[src/rtl/selcall_pkg.sv]
package selcall_pkg;
  typedef enum logic {
    TRK_IND = 1'b0,
    TRK_GRP = 1'b1
  } track_e;
endpackage

[src/rtl/selcall_tick.sv]
module selcall_tick #(
  parameter int TICK_CYC = 200_000_000
) (
  input  logic clk,
  input  logic rst,
  output logic tick_o
);
  localparam int CW = (TICK_CYC > 1) ? $clog2(TICK_CYC) : 1;
  logic [CW-1:0] cnt_q;

  always_ff @(posedge clk) begin
    if (rst) begin
      cnt_q  <= '0;
      tick_o <= 1'b0;
    end else if (cnt_q == CW'(TICK_CYC - 1)) begin
      cnt_q  <= '0;
      tick_o <= 1'b1;
    end else begin
      cnt_q  <= cnt_q + 1'b1;
      tick_o <= 1'b0;
    end
  end
endmodule

[src/rtl/selcall_seq.sv]
module selcall_seq
  import selcall_pkg::*;
#(
  parameter int DIGITS      = 5,
  parameter int DIGW        = 4,
  parameter int DIVW        = 8,
  parameter logic [DIGITS*DIGW-1:0] IND_CODE = 20'h27183,
  parameter logic [DIGITS*DIGW-1:0] GRP_CODE = 20'h99999,
  parameter int DIV_BASE    = 200,
  parameter int DIV_STEP    = 7,
  parameter int TIMEOUT_CYC = 20_000_000,
  parameter int DWELL_CYC   = 2_000_000
) (
  input  logic            clk,
  input  logic            rst,
  input  logic            tone_n,
  output logic [DIVW-1:0] div_o,
  output logic            done_o,
  output logic            done_grp_o
);
  localparam int POS_W = (DIGITS > 1) ? $clog2(DIGITS) : 1;
  localparam int GAP_W = (TIMEOUT_CYC > 1) ? $clog2(TIMEOUT_CYC) : 1;
  localparam int DWL_W = (DWELL_CYC > 1) ? $clog2(DWELL_CYC) : 1;
  localparam int CODE_W = DIGITS * DIGW;

  function automatic logic [DIGW-1:0] digit_at(input track_e trk, input logic [POS_W-1:0] p);
    logic [CODE_W-1:0] code;
    code = (trk == TRK_GRP) ? GRP_CODE : IND_CODE;
    return code[(DIGITS - 1 - int'(p)) * DIGW +: DIGW];
  endfunction

  function automatic logic [DIVW-1:0] div_of(input logic [DIGW-1:0] d);
    int v;
    v = DIV_BASE - int'(d) * DIV_STEP;
    return v[DIVW-1:0];
  endfunction

  logic [POS_W-1:0] pos_q, pos_n;
  track_e           trk_q, trk_n;
  logic             in_q, in_n, grun_q, grun_n, done_n, dgrp_n;
  logic [GAP_W-1:0] gcnt_q, gcnt_n;
  logic [DWL_W-1:0] dcnt_q, dcnt_n;

  always_comb begin
    pos_n  = pos_q;
    trk_n  = trk_q;
    in_n   = in_q;
    grun_n = grun_q;
    gcnt_n = gcnt_q;
    dcnt_n = dcnt_q;
    done_n = 1'b0;
    dgrp_n = done_grp_o;
    if (!in_q && !tone_n) begin
      in_n   = 1'b1;
      grun_n = 1'b0;
    end else if (in_q && tone_n) begin
      in_n = 1'b0;
      if (pos_q == POS_W'(DIGITS - 1)) begin
        done_n = 1'b1;
        dgrp_n = (trk_q == TRK_GRP);
        pos_n  = '0;
        trk_n  = TRK_IND;
        dcnt_n = '0;
        grun_n = 1'b0;
      end else begin
        pos_n  = pos_q + 1'b1;
        grun_n = 1'b1;
        gcnt_n = '0;
      end
    end else if (grun_q && !in_q) begin
      if (gcnt_q == GAP_W'(TIMEOUT_CYC - 1)) begin
        pos_n  = '0;
        trk_n  = TRK_IND;
        grun_n = 1'b0;
        dcnt_n = '0;
      end else begin
        gcnt_n = gcnt_q + 1'b1;
      end
    end else if (pos_q == '0 && !in_q) begin
      if (dcnt_q == DWL_W'(DWELL_CYC - 1)) begin
        dcnt_n = '0;
        trk_n  = (trk_q == TRK_IND) ? TRK_GRP : TRK_IND;
      end else begin
        dcnt_n = dcnt_q + 1'b1;
      end
    end
  end

  always_ff @(posedge clk) begin
    if (rst) begin
      pos_q      <= '0;
      trk_q      <= TRK_IND;
      in_q       <= 1'b0;
      grun_q     <= 1'b0;
      gcnt_q     <= '0;
      dcnt_q     <= '0;
      done_o     <= 1'b0;
      done_grp_o <= 1'b0;
      div_o      <= div_of(digit_at(TRK_IND, '0));
    end else begin
      pos_q      <= pos_n;
      trk_q      <= trk_n;
      in_q       <= in_n;
      grun_q     <= grun_n;
      gcnt_q     <= gcnt_n;
      dcnt_q     <= dcnt_n;
      done_o     <= done_n;
      done_grp_o <= dgrp_n;
      div_o      <= div_of(digit_at(trk_n, pos_n));
    end
  end

  AST_TIMEOUT_HOME: assert property (@(posedge clk) disable iff (rst)
    (grun_q && !in_q && tone_n && gcnt_q == GAP_W'(TIMEOUT_CYC - 1)) |=> (pos_q == '0 && trk_q == TRK_IND));
  AST_DONE_HOME: assert property (@(posedge clk) disable iff (rst)
    done_o |-> (pos_q == '0));
  AST_TONE_HOLDS: assert property (@(posedge clk) disable iff (rst)
    (in_q && !tone_n) |=> ($stable(pos_q) && $stable(trk_q)));
endmodule

[src/rtl/selcall_alarm.sv]
module selcall_alarm #(
  parameter int ALARM_TICKS = 10
) (
  input  logic clk,
  input  logic rst,
  input  logic tick,
  input  logic done,
  input  logic done_grp,
  input  logic call_reset,
  input  logic test_i,
  output logic notify_o,
  output logic relay_o,
  output logic alarm_o,
  output logic all_call_o
);
  localparam int AW = (ALARM_TICKS > 1) ? $clog2(ALARM_TICKS) : 1;

  logic          lat_q, lat_n, rel_q, rel_n, grp_n;
  logic [AW-1:0] cnt_q, cnt_n;

  always_comb begin
    lat_n = lat_q;
    rel_n = rel_q;
    grp_n = all_call_o;
    cnt_n = cnt_q;
    if (done) begin
      lat_n = 1'b1;
      rel_n = 1'b1;
      grp_n = done_grp;
      cnt_n = '0;
    end else if (call_reset) begin
      lat_n = 1'b0;
      rel_n = 1'b0;
      grp_n = 1'b0;
    end else if (lat_q && !all_call_o && tick) begin
      if (cnt_q == AW'(ALARM_TICKS - 1)) lat_n = 1'b0;
      else cnt_n = cnt_q + 1'b1;
    end
  end

  always_ff @(posedge clk) begin
    if (rst) begin
      lat_q      <= 1'b0;
      rel_q      <= 1'b0;
      cnt_q      <= '0;
      notify_o   <= 1'b0;
      relay_o    <= 1'b0;
      alarm_o    <= 1'b0;
      all_call_o <= 1'b0;
    end else begin
      lat_q      <= lat_n;
      rel_q      <= rel_n;
      cnt_q      <= cnt_n;
      notify_o   <= done;
      relay_o    <= rel_n | test_i;
      alarm_o    <= lat_n | test_i;
      all_call_o <= grp_n;
    end
  end

  AST_NOTIFY_PULSE: assert property (@(posedge clk) disable iff (rst)
    notify_o |=> !notify_o);
  AST_NOTIFY_RELAY: assert property (@(posedge clk) disable iff (rst)
    notify_o |-> (relay_o && alarm_o));
  AST_RESET_CLEARS: assert property (@(posedge clk) disable iff (rst)
    (call_reset && !done && !test_i) |=> (!relay_o && !alarm_o && !all_call_o));
  AST_TEST_FORCES: assert property (@(posedge clk) disable iff (rst)
    test_i |=> (relay_o && alarm_o));
  AST_GROUP_HOLDS: assert property (@(posedge clk) disable iff (rst)
    (all_call_o && lat_q && !call_reset) |=> lat_q);
endmodule

[src/rtl/selcall_decoder.sv]
module selcall_decoder #(
  parameter int DIGITS      = 5,
  parameter int DIGW        = 4,
  parameter int DIVW        = 8,
  parameter logic [DIGITS*DIGW-1:0] IND_CODE = 20'h27183,
  parameter logic [DIGITS*DIGW-1:0] GRP_CODE = 20'h99999,
  parameter int DIV_BASE    = 200,
  parameter int DIV_STEP    = 7,
  parameter int TIMEOUT_CYC = 20_000_000,
  parameter int DWELL_CYC   = 2_000_000,
  parameter int TICK_CYC    = 200_000_000,
  parameter int ALARM_TICKS = 10
) (
  input  logic            clk,
  input  logic            rst,
  input  logic            tone_n,
  input  logic            call_reset,
  input  logic            test_i,
  output logic [DIVW-1:0] div_o,
  output logic            notify_o,
  output logic            relay_o,
  output logic            alarm_o,
  output logic            all_call_o
);
  logic tick, done, done_grp;

  selcall_tick #(.TICK_CYC(TICK_CYC)) u_tick (
    .clk(clk), .rst(rst), .tick_o(tick)
  );

  selcall_seq #(
    .DIGITS(DIGITS), .DIGW(DIGW), .DIVW(DIVW),
    .IND_CODE(IND_CODE), .GRP_CODE(GRP_CODE),
    .DIV_BASE(DIV_BASE), .DIV_STEP(DIV_STEP),
    .TIMEOUT_CYC(TIMEOUT_CYC), .DWELL_CYC(DWELL_CYC)
  ) u_seq (
    .clk(clk), .rst(rst), .tone_n(tone_n),
    .div_o(div_o), .done_o(done), .done_grp_o(done_grp)
  );

  selcall_alarm #(.ALARM_TICKS(ALARM_TICKS)) u_alarm (
    .clk(clk), .rst(rst), .tick(tick), .done(done), .done_grp(done_grp),
    .call_reset(call_reset), .test_i(test_i),
    .notify_o(notify_o), .relay_o(relay_o), .alarm_o(alarm_o),
    .all_call_o(all_call_o)
  );
endmodule

[config.mk]
export PLATFORM = sky130hd
export DESIGN_NAME = selcall_decoder
export DESIGN_NICKNAME = d
export VERILOG_FILES = /design/src/rtl/selcall_pkg.sv /design/src/rtl/selcall_tick.sv /design/src/rtl/selcall_seq.sv /design/src/rtl/selcall_alarm.sv /design/src/rtl/selcall_decoder.sv
export SDC_FILE = /design/constraint.sdc
export NUM_CORES = 1
export LEC_CHECK = 0
export BUFFER_PORTS_ARGS = -buffer_cell sky130_fd_sc_hd__buf_2
export CAP_MARGIN = 30
export CORE_MARGIN = 2
export CORE_UTILIZATION = 40
export DETAILED_ROUTE_END_ITERATION = 7
export PLACE_DENSITY = 0.67
export SYNTH_ARGS = -nofsm -noshare
export SYNTH_HDL_FRONTEND = slang
export SYNTH_SLANG_ARGS = --single-unit
[constraint.sdc]
create_clock -name clk -period 4.3 [get_ports clk]
set_input_delay 0.645 -clock clk [delete_from_list [all_inputs] [get_ports clk]]
set_output_delay 0.645 -clock clk [all_outputs]
set_load 0.005 [all_outputs]
# Yosys cells after proc, flatten, opt, wreduce, memory -nomap -nowiden
# Cells that the tools add are included.
[op_classes] add_sub_neg=7 mul=1 n_eq_ne=9 shift=1 n_mux=40 n_bitwise=6 reduce_logical=24
[ops] op="21-bit two-way mux" count=6
[ops] op="25-bit two-way mux" count=4
[ops] op="20-bit by 32-bit variable part select with 4-bit output" count=1
[ops] op="28-bit by 1-bit adder with 28-bit output, second input constant" count=1
[ops] op="28-bit equality test, second input constant" count=1
[ops] op="25-bit by 1-bit adder with 25-bit output, second input constant" count=1
[ops] op="25-bit equality test, second input constant" count=1
[ops] op="1-bit two-way mux" count=24
[ops] op="21-bit by 1-bit adder with 21-bit output, second input constant" count=1
[ops] op="21-bit equality test, second input constant" count=1
[ops] op="20-bit two-way mux" count=1
[ops] op="3-bit two-way mux" count=5
[ops] op="4-bit AND reduction" count=2
[ops] op="2-bit nonzero test" count=4
[ops] op="7-bit by 8-bit subtractor with 8-bit output, first input constant" count=1
[ops] op="4-bit by 3-bit multiplier with 7-bit output, second input constant" count=1
[ops] op="1-bit logical AND" count=6
[ops] op="3-bit AND reduction" count=2
[ops] op="2-bit OR reduction" count=3
[ops] op="4-bit by 1-bit adder with 4-bit output, second input constant" count=1
[ops] op="4-bit equality test, second input constant" count=1
[ops] op="2-bit inequality test, second input constant" count=2
[ops] op="1-bit NOT" count=4
[ops] op="3-bit by 3-bit subtractor with 4-bit output, first input constant" count=1
[ops] op="10 further kinds" count=13
[totals] regBits=101 wordCells=106

# Longest topological paths before layout
# Gate-level depths: netlist (run 1).
[depth] word_depth=10 depth_mapped=22 mapped_depth_nobuf=22

# Cells and area by module
# Synthesis (run 1) repeated with hierarchy kept, for this count alone.
[hier_totals] cells_unflattened=608 area_unflattened_um2=5245.0
[by_module_without_submodules] mod="selcall_seq" instances=1 cells_per_inst=404 area_per_inst_um2=3455.8 seq_area_each_um2=1241.2
[by_module_without_submodules] mod="selcall_tick" instances=1 cells_per_inst=156 area_per_inst_um2=1361.3 seq_area_each_um2=580.6
[by_module_without_submodules] mod="selcall_alarm" instances=1 cells_per_inst=48 area_per_inst_um2=427.9 seq_area_each_um2=200.2

# Worst setup path after synthesis (run 1)
# OpenSTA, ideal clock, no wires.
[synth_timing] path_type="input-to-reg" start="input tone_n" end="register u_seq.div_o[5]" setup_ps=130 t_arrival_ps=4361 setup_slack_ps=-191 path_stages=19 n_path_buf=1 cell_sequence="ha_1 -> clkbuf_1 -> inv_1 -> o21a_1 -> o22a_1 -> inv_2 -> ha_1 -> nor3_1 -> and3_1 -> a21oi_1 -> or2_2 -> inv_1 -> fa_1 -> ha_1 -> a21o_1 -> a21oi_1 -> xnor2_1 -> nor4bb_1 -> a211oi_1"
[synth_between] elab_chain_len=7 word_cells_on_any_way=12 classes_between="add/sub: 2; mul: 1; shift: 1; mux: 5; reduce/logical: 3"
[synth_lines] item="start: declaration" line="selcall_decoder.sv:16" rtl="input logic tone_n,"
[synth_lines] item="1-bit logical AND / 1-bit logical NOT (equally long branches)" line="selcall_seq.sv:56, selcall_seq.sv:53"
[synth_lines] item="3-bit two-way mux (tied with other cells)" line="selcall_seq.sv:56" rtl="end else if (in_q && tone_n) begin"
[synth_lines] item="3-bit two-way mux / 1-bit two-way mux (equally long branches)" line="selcall_seq.sv:53" rtl="if (!in_q && !tone_n) begin"
[synth_lines] item="3-bit by 3-bit subtractor with 4-bit output / 20-bit two-way mux (equally long branches)" line="selcall_seq.sv:29, selcall_seq.sv:28"
[synth_lines] item="20-bit by 32-bit variable part select with 4-bit output *" line="selcall_seq.sv:29" rtl="return code[(DIGITS - 1 - int'(p)) * DIGW +: DIGW];"
[synth_lines] item="4-bit by 3-bit multiplier with 7-bit output *" line="selcall_seq.sv:34" rtl="v = DIV_BASE - int'(d) * DIV_STEP;"
[synth_lines] item="7-bit by 8-bit subtractor with 8-bit output *" line="selcall_seq.sv:34"
[synth_lines] item="end signal: assignment" line="selcall_seq.sv:99" rtl="div_o <= div_of(digit_at(TRK_IND, '0));"
[synth_lines] item="end signal: assignment" line="selcall_seq.sv:109" rtl="div_o <= div_of(digit_at(trk_n, pos_n));"
[synth_lines] item="end: declaration" line="selcall_seq.sv:17" rtl="output logic [DIVW-1:0] div_o,"
# Every way passes the cells marked *; elsewhere a longest branch is shown, timed or not.
# A chain may end at the register's enable or synchronous reset.

# Worst setup path after layout (run 1)
[layout_timing] start="register u_seq.gcnt_q[7]" end="register u_seq.div_o[5]"
[layout_between] elab_chain_len=9 word_cells_on_any_way=14 classes_between="add/sub: 2; mul: 1; eq/ne: 1; shift: 1; mux: 9"
[layout_lines] item="start: declaration" line="selcall_seq.sv:41" rtl="logic [GAP_W-1:0] gcnt_q, gcnt_n;"
[layout_lines] item="start signal: assignment" line="selcall_seq.sv:105" rtl="gcnt_q <= gcnt_n;"
[layout_lines] item="25-bit equality test *" line="selcall_seq.sv:71" rtl="if (gcnt_q == GAP_W'(TIMEOUT_CYC - 1)) begin"
[layout_lines] item="3-bit two-way mux / 1-bit two-way mux (equally long branches)" line="selcall_seq.sv:71"
[layout_lines] item="3-bit two-way mux / 1-bit two-way mux (equally long branches)" line="selcall_seq.sv:70" rtl="end else if (grun_q && !in_q) begin"
[layout_lines] item="3-bit two-way mux / 1-bit two-way mux (equally long branches)" line="selcall_seq.sv:56"
[layout_lines] item="3-bit two-way mux / 1-bit two-way mux (equally long branches)" line="selcall_seq.sv:53"
[layout_lines] item="3-bit by 3-bit subtractor with 4-bit output / 20-bit two-way mux (equally long branches)" line="selcall_seq.sv:29, selcall_seq.sv:28"
[layout_lines] item="20-bit by 32-bit variable part select with 4-bit output *" line="selcall_seq.sv:29"
[layout_lines] item="4-bit by 3-bit multiplier with 7-bit output *" line="selcall_seq.sv:34"
[layout_lines] item="7-bit by 8-bit subtractor with 8-bit output *" line="selcall_seq.sv:34"
# Marks and branches as above.

==> impl_metrics.env, run 1 <==
export IMPL_outcome="finished, final reports clean"
export IMPL_holdPathEnd="u_tick.cnt_q[0]$_SDFF_PP0_"
export IMPL_post_synth_instance_area_sq_mm=0.004996
export IMPL_timing_hold_worst_path_depth=1
export IMPL_cellInternalPower_mw=1.632
export IMPL_worst_hold_class="reg -> reg"
export IMPL_critPathLaunchType="flip-flop"
export IMPL_max_freq_ghz=0.2328
export IMPL_setup_reg_to_reg_worst_slack_ps=4
export IMPL_die_area_sq_mm=0.01340
export IMPL_first_global_vias=4140
export IMPL_p_comb_share_pct=18.4
export IMPL_worst_endpoint_required_ps=4560
export IMPL_worstSetupPathDepth=18
export IMPL_core_region_area_sq_mm=0.01211
export IMPL_num_ports=17
export IMPL_nets_final=684
export IMPL_final_max_slew_violation_count=0
export IMPL_num_vias=4265
export IMPL_cts_buffers=9
export IMPL_tcrit_tclk_final_pct=99.91
export IMPL_cts_tree="built"
export IMPL_dr_pass1_iters=4
export IMPL_port_buffers=16
export IMPL_largest_net_degree_at_the_start_of_global_routing=39
export IMPL_seqPwrFrac_pct=44.4
export IMPL_finalHoldViolations=0
export IMPL_total_switching_power_mw=0.5844
export IMPL_layout_drive_gt1_share_pct=19.00
export IMPL_worst_endpoint_arrival_ps=4560
export IMPL_grt_pass1_wl_microns=18220
export IMPL_detail_route_iter0_violations=285
export IMPL_use_met2_pct=28.93
export IMPL_antenna_left=0
export IMPL_drc=0
export IMPL_synth_enable_flop_cells=0
export IMPL_timing_slew_headroom_pct=47.75
export IMPL_worst_path_dominant_cell_family="adder cells"
export IMPL_final_util_pct=50.63
export IMPL_cpPeakStageDelay_ps=590
export IMPL_worstMarginPinSlew_ps=783.7
export IMPL_grt_setup_unrepaired="yes"
export IMPL_critical_path_endpoint_type="flip-flop"
export IMPL_clkPwrFrac_pct=37.2
export IMPL_classification_of_the_worst_setup_path="reg -> reg"
export IMPL_cts_htree_levels=3
export IMPL_route_final_wire_length_microns=10460
export IMPL_static_leakage_power_nw=2.247
export IMPL_clock_insertion_delay_at_the_later_pin_of_the_skew_report_ps=350
export IMPL_timing_rr_end="u_seq.div_o[5]$_SDFF_PP1_"
export IMPL_initial_core_util_pct=41.25
export IMPL_post_route_min_period_ps=4296
export IMPL_syn_area_per_cell_sq_um=8.355
export IMPL_total_half_perimeter_wirelength_after_legalization_and_detailed_placement_microns=7330
export IMPL_gpl_final_weighted_congestion=0.8124
export IMPL_seq_area_frac_synth_pct=40.47
export IMPL_dieHeight_microns=115.8
export IMPL_power_density_mw_per_mm2=361.4
export IMPL_synth_yosys_warnings=0
export IMPL_holdCritStartpoint="u_tick.cnt_q[0]$_SDFF_PP0_"
export IMPL_timing_setup_tns_ps=0
export IMPL_worst_r2r_path_depth=18
export IMPL_clk_pin_slew_worst_paths_ps=70
export IMPL_power_switching_share_pct=26.37
export IMPL_top_usage_layer="met2"
export IMPL_tritoncts_num_sinks=101
export IMPL_slowest_stage="sky130_fd_sc_hd__or4_4"
export IMPL_worstReg2RegStart="u_seq.gcnt_q[7]$_SDFFE_PP0P_"
export IMPL_postSynthCellCount=598
export IMPL_syn2layout_area_growth_pct=22.74
export IMPL_post_synth_num_cell_types=57
export IMPL_worstPathBufferInverterCount=2
export IMPL_antenna_cells=0
export IMPL_antenna_violations_before_repair=0
export IMPL_syn_num_nets=624
export IMPL_synth_seq_cells=101
export IMPL_rows=40
export IMPL_cts_root_buffer="sky130_fd_sc_hd__clkbuf_16"
export IMPL_vdd_drop_max_mv=0.3488
export IMPL_avgViaCountPerCell=5.132
export IMPL_async_flop_share_pct=0
export IMPL_path_cells="nand4_1 > or4_4 > o21a_1 > o22a_1 > inv_2 > ha_4 > and3_4 > a21oi_2 > or2_4 > fa_1 > inv_2 > ha_4 > fa_2 > xnor2_2 > nor2_1 > o21ai_1 > o41ai_2 > a211oi_1"
export IMPL_grt_use_met3_pct=4.393
export IMPL_route_detailed_wl_per_inst_microns=12.58
export IMPL_ctsLongestPathBuffers=2
export IMPL_die_width_microns=115.8
export IMPL_timing_critical_path_fanout_max=6
export IMPL_synth_ff_type="sky130_fd_sc_hd__dfxtp_1"
export IMPL_grt_overflow=0
export IMPL_setup_viol=0
export IMPL_globalRouteTotalUtil_pct=16.64
export IMPL_grtUsageMet1_pct=20.50
export IMPL_skew_ps=10.30
export IMPL_maxCapViolations=0
[per-stage QoR]
stage / cell area, sq um / worst slack, ps / instances / hold WS, ps / power, mW
6_report: 6132 / 3.804 / 831 / 480.3 / 2.216
5_1_grt: 6132 / -224.0 / 831 / 512.7 / 2.320
4_1_cts: 5951 / -1.203 / 824 / 484.7 / 2.188
3_5_place_dp: 5580 / -258.5 / 807 / 467.9 / 1.324
3_3_place_gp: 5580 / -82.82 / 807 / 454.1 / 1.315
2_1_floorplan: 5039 / -14.10 / 598 / 437.8 / 1.215
[power groups by stage]
stage               clock [mW]  sequential [mW]  combinational, mW
finish                   0.825            0.983              0.407
global route             0.884            0.987              0.449
CTS                      0.850            0.984              0.354
detailed placement           0             1.01              0.318
global placement             0             1.00              0.311
floorplan                    0             1.01              0.208
[worst reg2reg max path, stage by stage, from the launching register on]
cell,delay (ps)
sky130_fd_sc_hd__dfxtp_2,350
sky130_fd_sc_hd__nand4_1,160
sky130_fd_sc_hd__or4_4,590
sky130_fd_sc_hd__o21a_1,210
sky130_fd_sc_hd__o22a_1,230
sky130_fd_sc_hd__inv_2,90
sky130_fd_sc_hd__ha_4,170
sky130_fd_sc_hd__and3_4,190
sky130_fd_sc_hd__a21oi_2,40
sky130_fd_sc_hd__or2_4,260
sky130_fd_sc_hd__fa_1,560
sky130_fd_sc_hd__inv_2,50
sky130_fd_sc_hd__ha_4,160
sky130_fd_sc_hd__fa_2,460
sky130_fd_sc_hd__xnor2_2,190
sky130_fd_sc_hd__nor2_1,60
sky130_fd_sc_hd__o21ai_1,170
sky130_fd_sc_hd__o41ai_2,90
sky130_fd_sc_hd__a211oi_1,180
[layout by cell type (no fill, tap or decap), drive strengths merged, types with 3 or more instances in the layout]
cell type	instances
or3	17
and4	3
ha	17
nand4	15
or4	3
and3	8
nor4	11
a211o	3
dfxtp	101
fa	4
nor2	102
nor4b	4
o21ai	23
nand2	43
buf	66
nand2b	9
clkbuf	11
a211oi	3
xor2	32
or2	4
nor4bb	4
nand3	23
xnor2	35
a21oi	23
nor3	20
nor2b	8
inv	34
[flip-flops by register name, indices dropped and copies added, names as in the netlist, 3 cells and up]
| register | cells |
|---|---|
| u_seq.gcnt_q | 25 |
| u_alarm.cnt_q | 4 |
| u_seq.dcnt_q | 21 |
| u_seq.pos_q | 3 |
| u_seq.div_o | 8 |
| u_tick.cnt_q | 28 |
[final cells by class]
type	count	area, sq um
fillers	1141	5979
multi-input cells	448	3010
flip-flops and latches	101	2031
repair buffers	66	459.2
clock buffers	11	232.7
well taps	168	210.2
inverters	32	120.1
clock inverters	5	68.82
[cell families (layout without fill, tap and decap cells)]
logic type                 Yosys count  count (layout)  synth area share, %
and+or+nand+nor                    280             280                27.85
AOI/OAI and AO/OA                   78              78                9.993
xor gates and xnor gates            67              67                11.75
DFF                                101             101                40.47
muxes                                2               2               0.4007
buffers and inverters               49             114                3.681
adders and majority gates           21              21                5.860
[per-layer routing]
| metal | vias up | wire length (microns) |
|---|---|---|
| li1 | 2177 | - |
| met1 | 2017 | 4909 |
| met2 | 61 | 5059 |
| met3 | 10 | 394 |
| met4 | 0 | 94 |
| met5 | - | 0 |
[worst max-delay path by stage]
stage,from,end,slack [ps]
detailed placement,tone_n,u_seq.div_o[5]$_SDFF_PP1_,-260
global route,u_seq.gcnt_q[7]$_SDFFE_PP0P_,u_seq.div_o[6]$_SDFF_PP0_,-220
finish,u_seq.gcnt_q[7]$_SDFFE_PP0P_,u_seq.div_o[5]$_SDFF_PP1_,4
global placement,tone_n,u_seq.div_o[6]$_SDFF_PP0_,-80
CTS,u_seq.gcnt_q[23]$_SDFFE_PP0P_,u_seq.div_o[6]$_SDFF_PP0_,-1
floorplan,u_seq.gcnt_q[0]$_SDFFE_PP0P_,u_seq.div_o[5]$_SDFF_PP1_,-10
[what timing repair did]
| item | 4_1_cts | 5_1_grt |
|---|---|---|
| setup buffers | 1 | 6 |
| setup endpoints to repair | 4 | 4 |
| gates resized for setup | 14 | 28 |
| hold buffers | 0 | 0 |
| pin swaps | 8 | 18 |
[Yosys cell counts (17+ instances only)]
cell,instances,area [sq um]
sky130_fd_sc_hd__nor2_1,102,382.9
sky130_fd_sc_hd__dfxtp_1,101,2022
sky130_fd_sc_hd__nand2_1,43,161.4
sky130_fd_sc_hd__xnor2_1,35,306.5
sky130_fd_sc_hd__xor2_1,32,280.3
sky130_fd_sc_hd__inv_1,31,116.4
sky130_fd_sc_hd__a21oi_1,23,115.1
sky130_fd_sc_hd__nand3_1,23,115.1
sky130_fd_sc_hd__o21ai_0,22,110.1
sky130_fd_sc_hd__nor3_1,20,100.1
sky130_fd_sc_hd__ha_1,17,212.7
sky130_fd_sc_hd__or3_1,17,106.4
Note: power is estimated with default switching activity, not from simulation.
==> run 2, diff against run 1 <==
--- a/config.mk
+++ b/config.mk
@@ -7,7 +7,7 @@
 export LEC_CHECK = 0
 export BUFFER_PORTS_ARGS = -buffer_cell sky130_fd_sc_hd__buf_2
 export CAP_MARGIN = 30
-export CORE_MARGIN = 2
+export CORE_MARGIN = 3
 export CORE_UTILIZATION = 40
 export DETAILED_ROUTE_END_ITERATION = 7
 export PLACE_DENSITY = 0.67
==> run 2 against run 1 <==
The flow now finishes with violations (setup timing). Via count is 0.30% higher. Setup slack lost 5.9 ps. Clock power is 3.8% lower. Total power down 1.8%. Non-clock buffer count did not move. Worst hold slack improved by 10 ps. Fmax fell by 0.14%. Core utilization is 0.072 points lower.
==> impl_metrics.env, run 2 (same netlist as run 1, synthesis figures left out) <==
export IMPL_power_density_mw_per_mm2=355.5
export IMPL_syn2layout_area_growth_pct=22.56
export IMPL_slowest_stage="sky130_fd_sc_hd__fa_1"
export IMPL_clk_pin_slew_worst_paths_ps=70
export IMPL_gpl_final_weighted_congestion=0.8113
export IMPL_cpPeakStageDelay_ps=560
export IMPL_num_vias=4278
export IMPL_vdd_drop_max_mv=0.1962
export IMPL_violations_in_the_final_reports="setup timing"
export IMPL_postLayoutSetupSlackWorst_ps=-2.136
export IMPL_dp_cells=806
export IMPL_core_region_area_sq_mm=0.01211
export IMPL_worstPathBufferInverterCount=2
export IMPL_final_instance_count_excl_fill=831
export IMPL_first_global_vias=4345
export IMPL_ctsLongestPathBuffers=2
export IMPL_worst_hold_class="reg -> reg"
export IMPL_static_leakage_power_nw=2.259
export IMPL_clock_insertion_delay_at_the_later_pin_of_the_skew_report_ps=360
export IMPL_skew_ps=10.66
export IMPL_initial_core_util_pct=41.25
export IMPL_drc=0
export IMPL_cts_htree_levels=3
export IMPL_maxCapViolations=0
export IMPL_grt_pass1_wl_microns=18980
export IMPL_dieHeight_microns=117.8
export IMPL_critical_path_endpoint_type="flip-flop"
export IMPL_detail_route_iter0_violations=173
export IMPL_cts_root_buffer="sky130_fd_sc_hd__clkbuf_16"
export IMPL_die_width_microns=117.8
export IMPL_antenna_violations_before_repair=0
export IMPL_die_area_sq_mm=0.01387
export IMPL_route_detailed_wl_per_inst_microns=12.93
export IMPL_timing_rr_end="u_seq.div_o[5]$_SDFF_PP1_"
export IMPL_worst_r2r_path_depth=17
export IMPL_route_final_wire_length_microns=10750
export IMPL_avgViaCountPerCell=5.148
export IMPL_num_ports=17
export IMPL_cts_tree="built"
export IMPL_dp_slack_ps=-232.1
export IMPL_worst_path_dominant_cell_family="simple AND/OR/NAND/NOR gates"
export IMPL_port_buffers=16
export IMPL_final_max_slew_violation_count=0
export IMPL_largest_net_degree_at_the_start_of_global_routing=39
export IMPL_timing_hold_worst_path_depth=2
export IMPL_max_freq_ghz=0.2324
export IMPL_most_common_cell_after_layout_fill_and_taps_aside="sky130_fd_sc_hd__nor2_1"
export IMPL_layout_drive_gt1_share_pct=19.31
export IMPL_outcome="complete, but fails checks"
export IMPL_register_name_with_the_most_flops="u_tick.cnt_q"
export IMPL_globalRouteTotalUtil_pct=16.22
export IMPL_most_common_layout_cells="sky130_fd_sc_hd__nor2_1, sky130_fd_sc_hd__dfxtp_1, sky130_fd_sc_hd__buf_4"
export IMPL_cts_buffers=9
export IMPL_grt_setup_unrepaired="yes"
export IMPL_tritoncts_num_sinks=101
export IMPL_holdCritStartpoint="u_alarm.rel_q$_SDFF_PP0_"
export IMPL_setup_viol=1
export IMPL_path_cells="or2_4 > or4_4 > o21a_1 > o22a_1 > inv_2 > ha_4 > and3_4 > a21oi_2 > or2_4 > fa_1 > inv_2 > ha_4 > fa_2 > nor3b_2 > o21ai_1 > o41ai_2 > a211oi_1"
export IMPL_layout_top_registers="u_tick.cnt_q: 28 flops, u_seq.gcnt_q: 25 flops, u_seq.dcnt_q: 21 flops"
export IMPL_tcrit_tclk_final_pct=100.0
export IMPL_antenna_cells=0
export IMPL_rows=40
export IMPL_worstMarginPinSlew_ps=965.5
export IMPL_worstReg2RegStart="u_seq.gcnt_q[14]$_SDFFE_PP0P_"
export IMPL_timing_slew_headroom_pct=35.35
export IMPL_setup_reg_to_reg_worst_slack_ps=-2
export IMPL_timing_critical_path_fanout_max=5
export IMPL_dr_pass1_iters=5
export IMPL_worst_endpoint_required_ps=4580
export IMPL_holdPathEnd="u_alarm.rel_q$_SDFF_PP0_"
export IMPL_antenna_left=0
export IMPL_nets_final=684
export IMPL_hold_buffers=0
export IMPL_largest_register_ffs=28
export IMPL_grt_overflow=0
export IMPL_total_half_perimeter_wirelength_after_legalization_and_detailed_placement_microns=7505
export IMPL_worst_endpoint_arrival_ps=4580
export IMPL_post_route_min_period_ps=4302
export IMPL_classification_of_the_worst_setup_path="reg -> reg"
export IMPL_finalHoldViolations=0
export IMPL_critPathLaunchType="flip-flop"
==> run 2: timing repair <==
| item | CTS | global route |
|---|---|---|
| endpoints found under the hold margin | 0 | 0 |
| buffers inserted | 4 | 6 |
| setup endpoints to repair | 4 | 4 |
| gates resized for setup | 15 | 25 |
| pin swaps | 11 | 17 |
==> run 2: report_power, final <==
group	internal (mW)	leakage, nW	switching [mW]	total [mW]
logic	0.198	1.30	0.198	0.396
clock network	0.419	0.144	0.375	0.794
registers	0.968	0.820	0.0186	0.987
==> run 2: how the worst max path moves through the flow <==
| stage | from | endpoint | slack [ps] | cells past startpoint |
|---|---|---|---|---|
| 4_1_cts | u_seq.gcnt_q[23]$_SDFFE_PP0P_ | u_seq.div_o[6]$_SDFF_PP0_ | 10 | 20 |
| 5_1_grt | u_seq.gcnt_q[14]$_SDFFE_PP0P_ | u_seq.div_o[5]$_SDFF_PP1_ | -110 | 18 |
| 3_5_place_dp | tone_n | u_seq.div_o[5]$_SDFF_PP1_ | -230 | 20 |
| 6_report | u_seq.gcnt_q[14]$_SDFFE_PP0P_ | u_seq.div_o[5]$_SDFF_PP1_ | -2 | 17 |
| 3_3_place_gp | tone_n | u_seq.div_o[6]$_SDFF_PP0_ | -80 | 20 |
| 2_1_floorplan | u_seq.gcnt_q[0]$_SDFFE_PP0P_ | u_seq.div_o[5]$_SDFF_PP1_ | -10 | 18 |
==> run 2: per-layer routing <==
metal / vias to the layer above / wire, microns / global-route usage [%]
met1: 2052 / 4909 / 19.18
met5: - / 0 / 0
li1: 2171 / - / -
met3: 9 / 357 / 4.517
met4: 0 / 119 / 5.128
met2: 46 / 5361 / 28.46
==> run 2: worst register-to-register path, stage by stage (launching register included) <==
cell and delay (ps):
sky130_fd_sc_hd__dfxtp_2 320, sky130_fd_sc_hd__or2_4 260, sky130_fd_sc_hd__or4_4 540, sky130_fd_sc_hd__o21a_1 200, sky130_fd_sc_hd__o22a_1 220, sky130_fd_sc_hd__inv_2 90, sky130_fd_sc_hd__ha_4 170, sky130_fd_sc_hd__and3_4 190
sky130_fd_sc_hd__a21oi_2 30, sky130_fd_sc_hd__or2_4 260, sky130_fd_sc_hd__fa_1 560, sky130_fd_sc_hd__inv_2 50, sky130_fd_sc_hd__ha_4 160, sky130_fd_sc_hd__fa_2 510, sky130_fd_sc_hd__nor3b_2 190, sky130_fd_sc_hd__o21ai_1 210
sky130_fd_sc_hd__o41ai_2 100, sky130_fd_sc_hd__a211oi_1 170
==> run 2: area by class of cell <==
class	instances	area, sq um
Fill cell	1144	5988
Multi-Input combinational cell	448	2998
Sequential cell	101	2031
Timing Repair Buffer	66	467.9
Clock buffer	10	239.0
Tap cell	168	210.2
Inverter	32	120.1
Clock inverter	6	57.56
==> run 2: per-stage QoR <==
| stage | hold slack [ps] | TNS [ps] | cell area, sq um | utilization (%) | total power, mW |
|---|---|---|---|---|---|
| after floorplan | 437.8 | -14.10 | 5039 | - | 1.215 |
| after global placement | 455.3 | -225.1 | 5573 | 46.01 | 1.311 |
| after detailed placement | 481.6 | -619.2 | 5573 | 46.01 | 1.324 |
| after CTS | 497.9 | 0 | 5966 | 49.26 | 2.153 |
| after global routing | 529.8 | -207.8 | 6123 | 50.56 | 2.280 |
| final | 490.3 | -2.136 | 6123 | 50.56 | 2.177 |
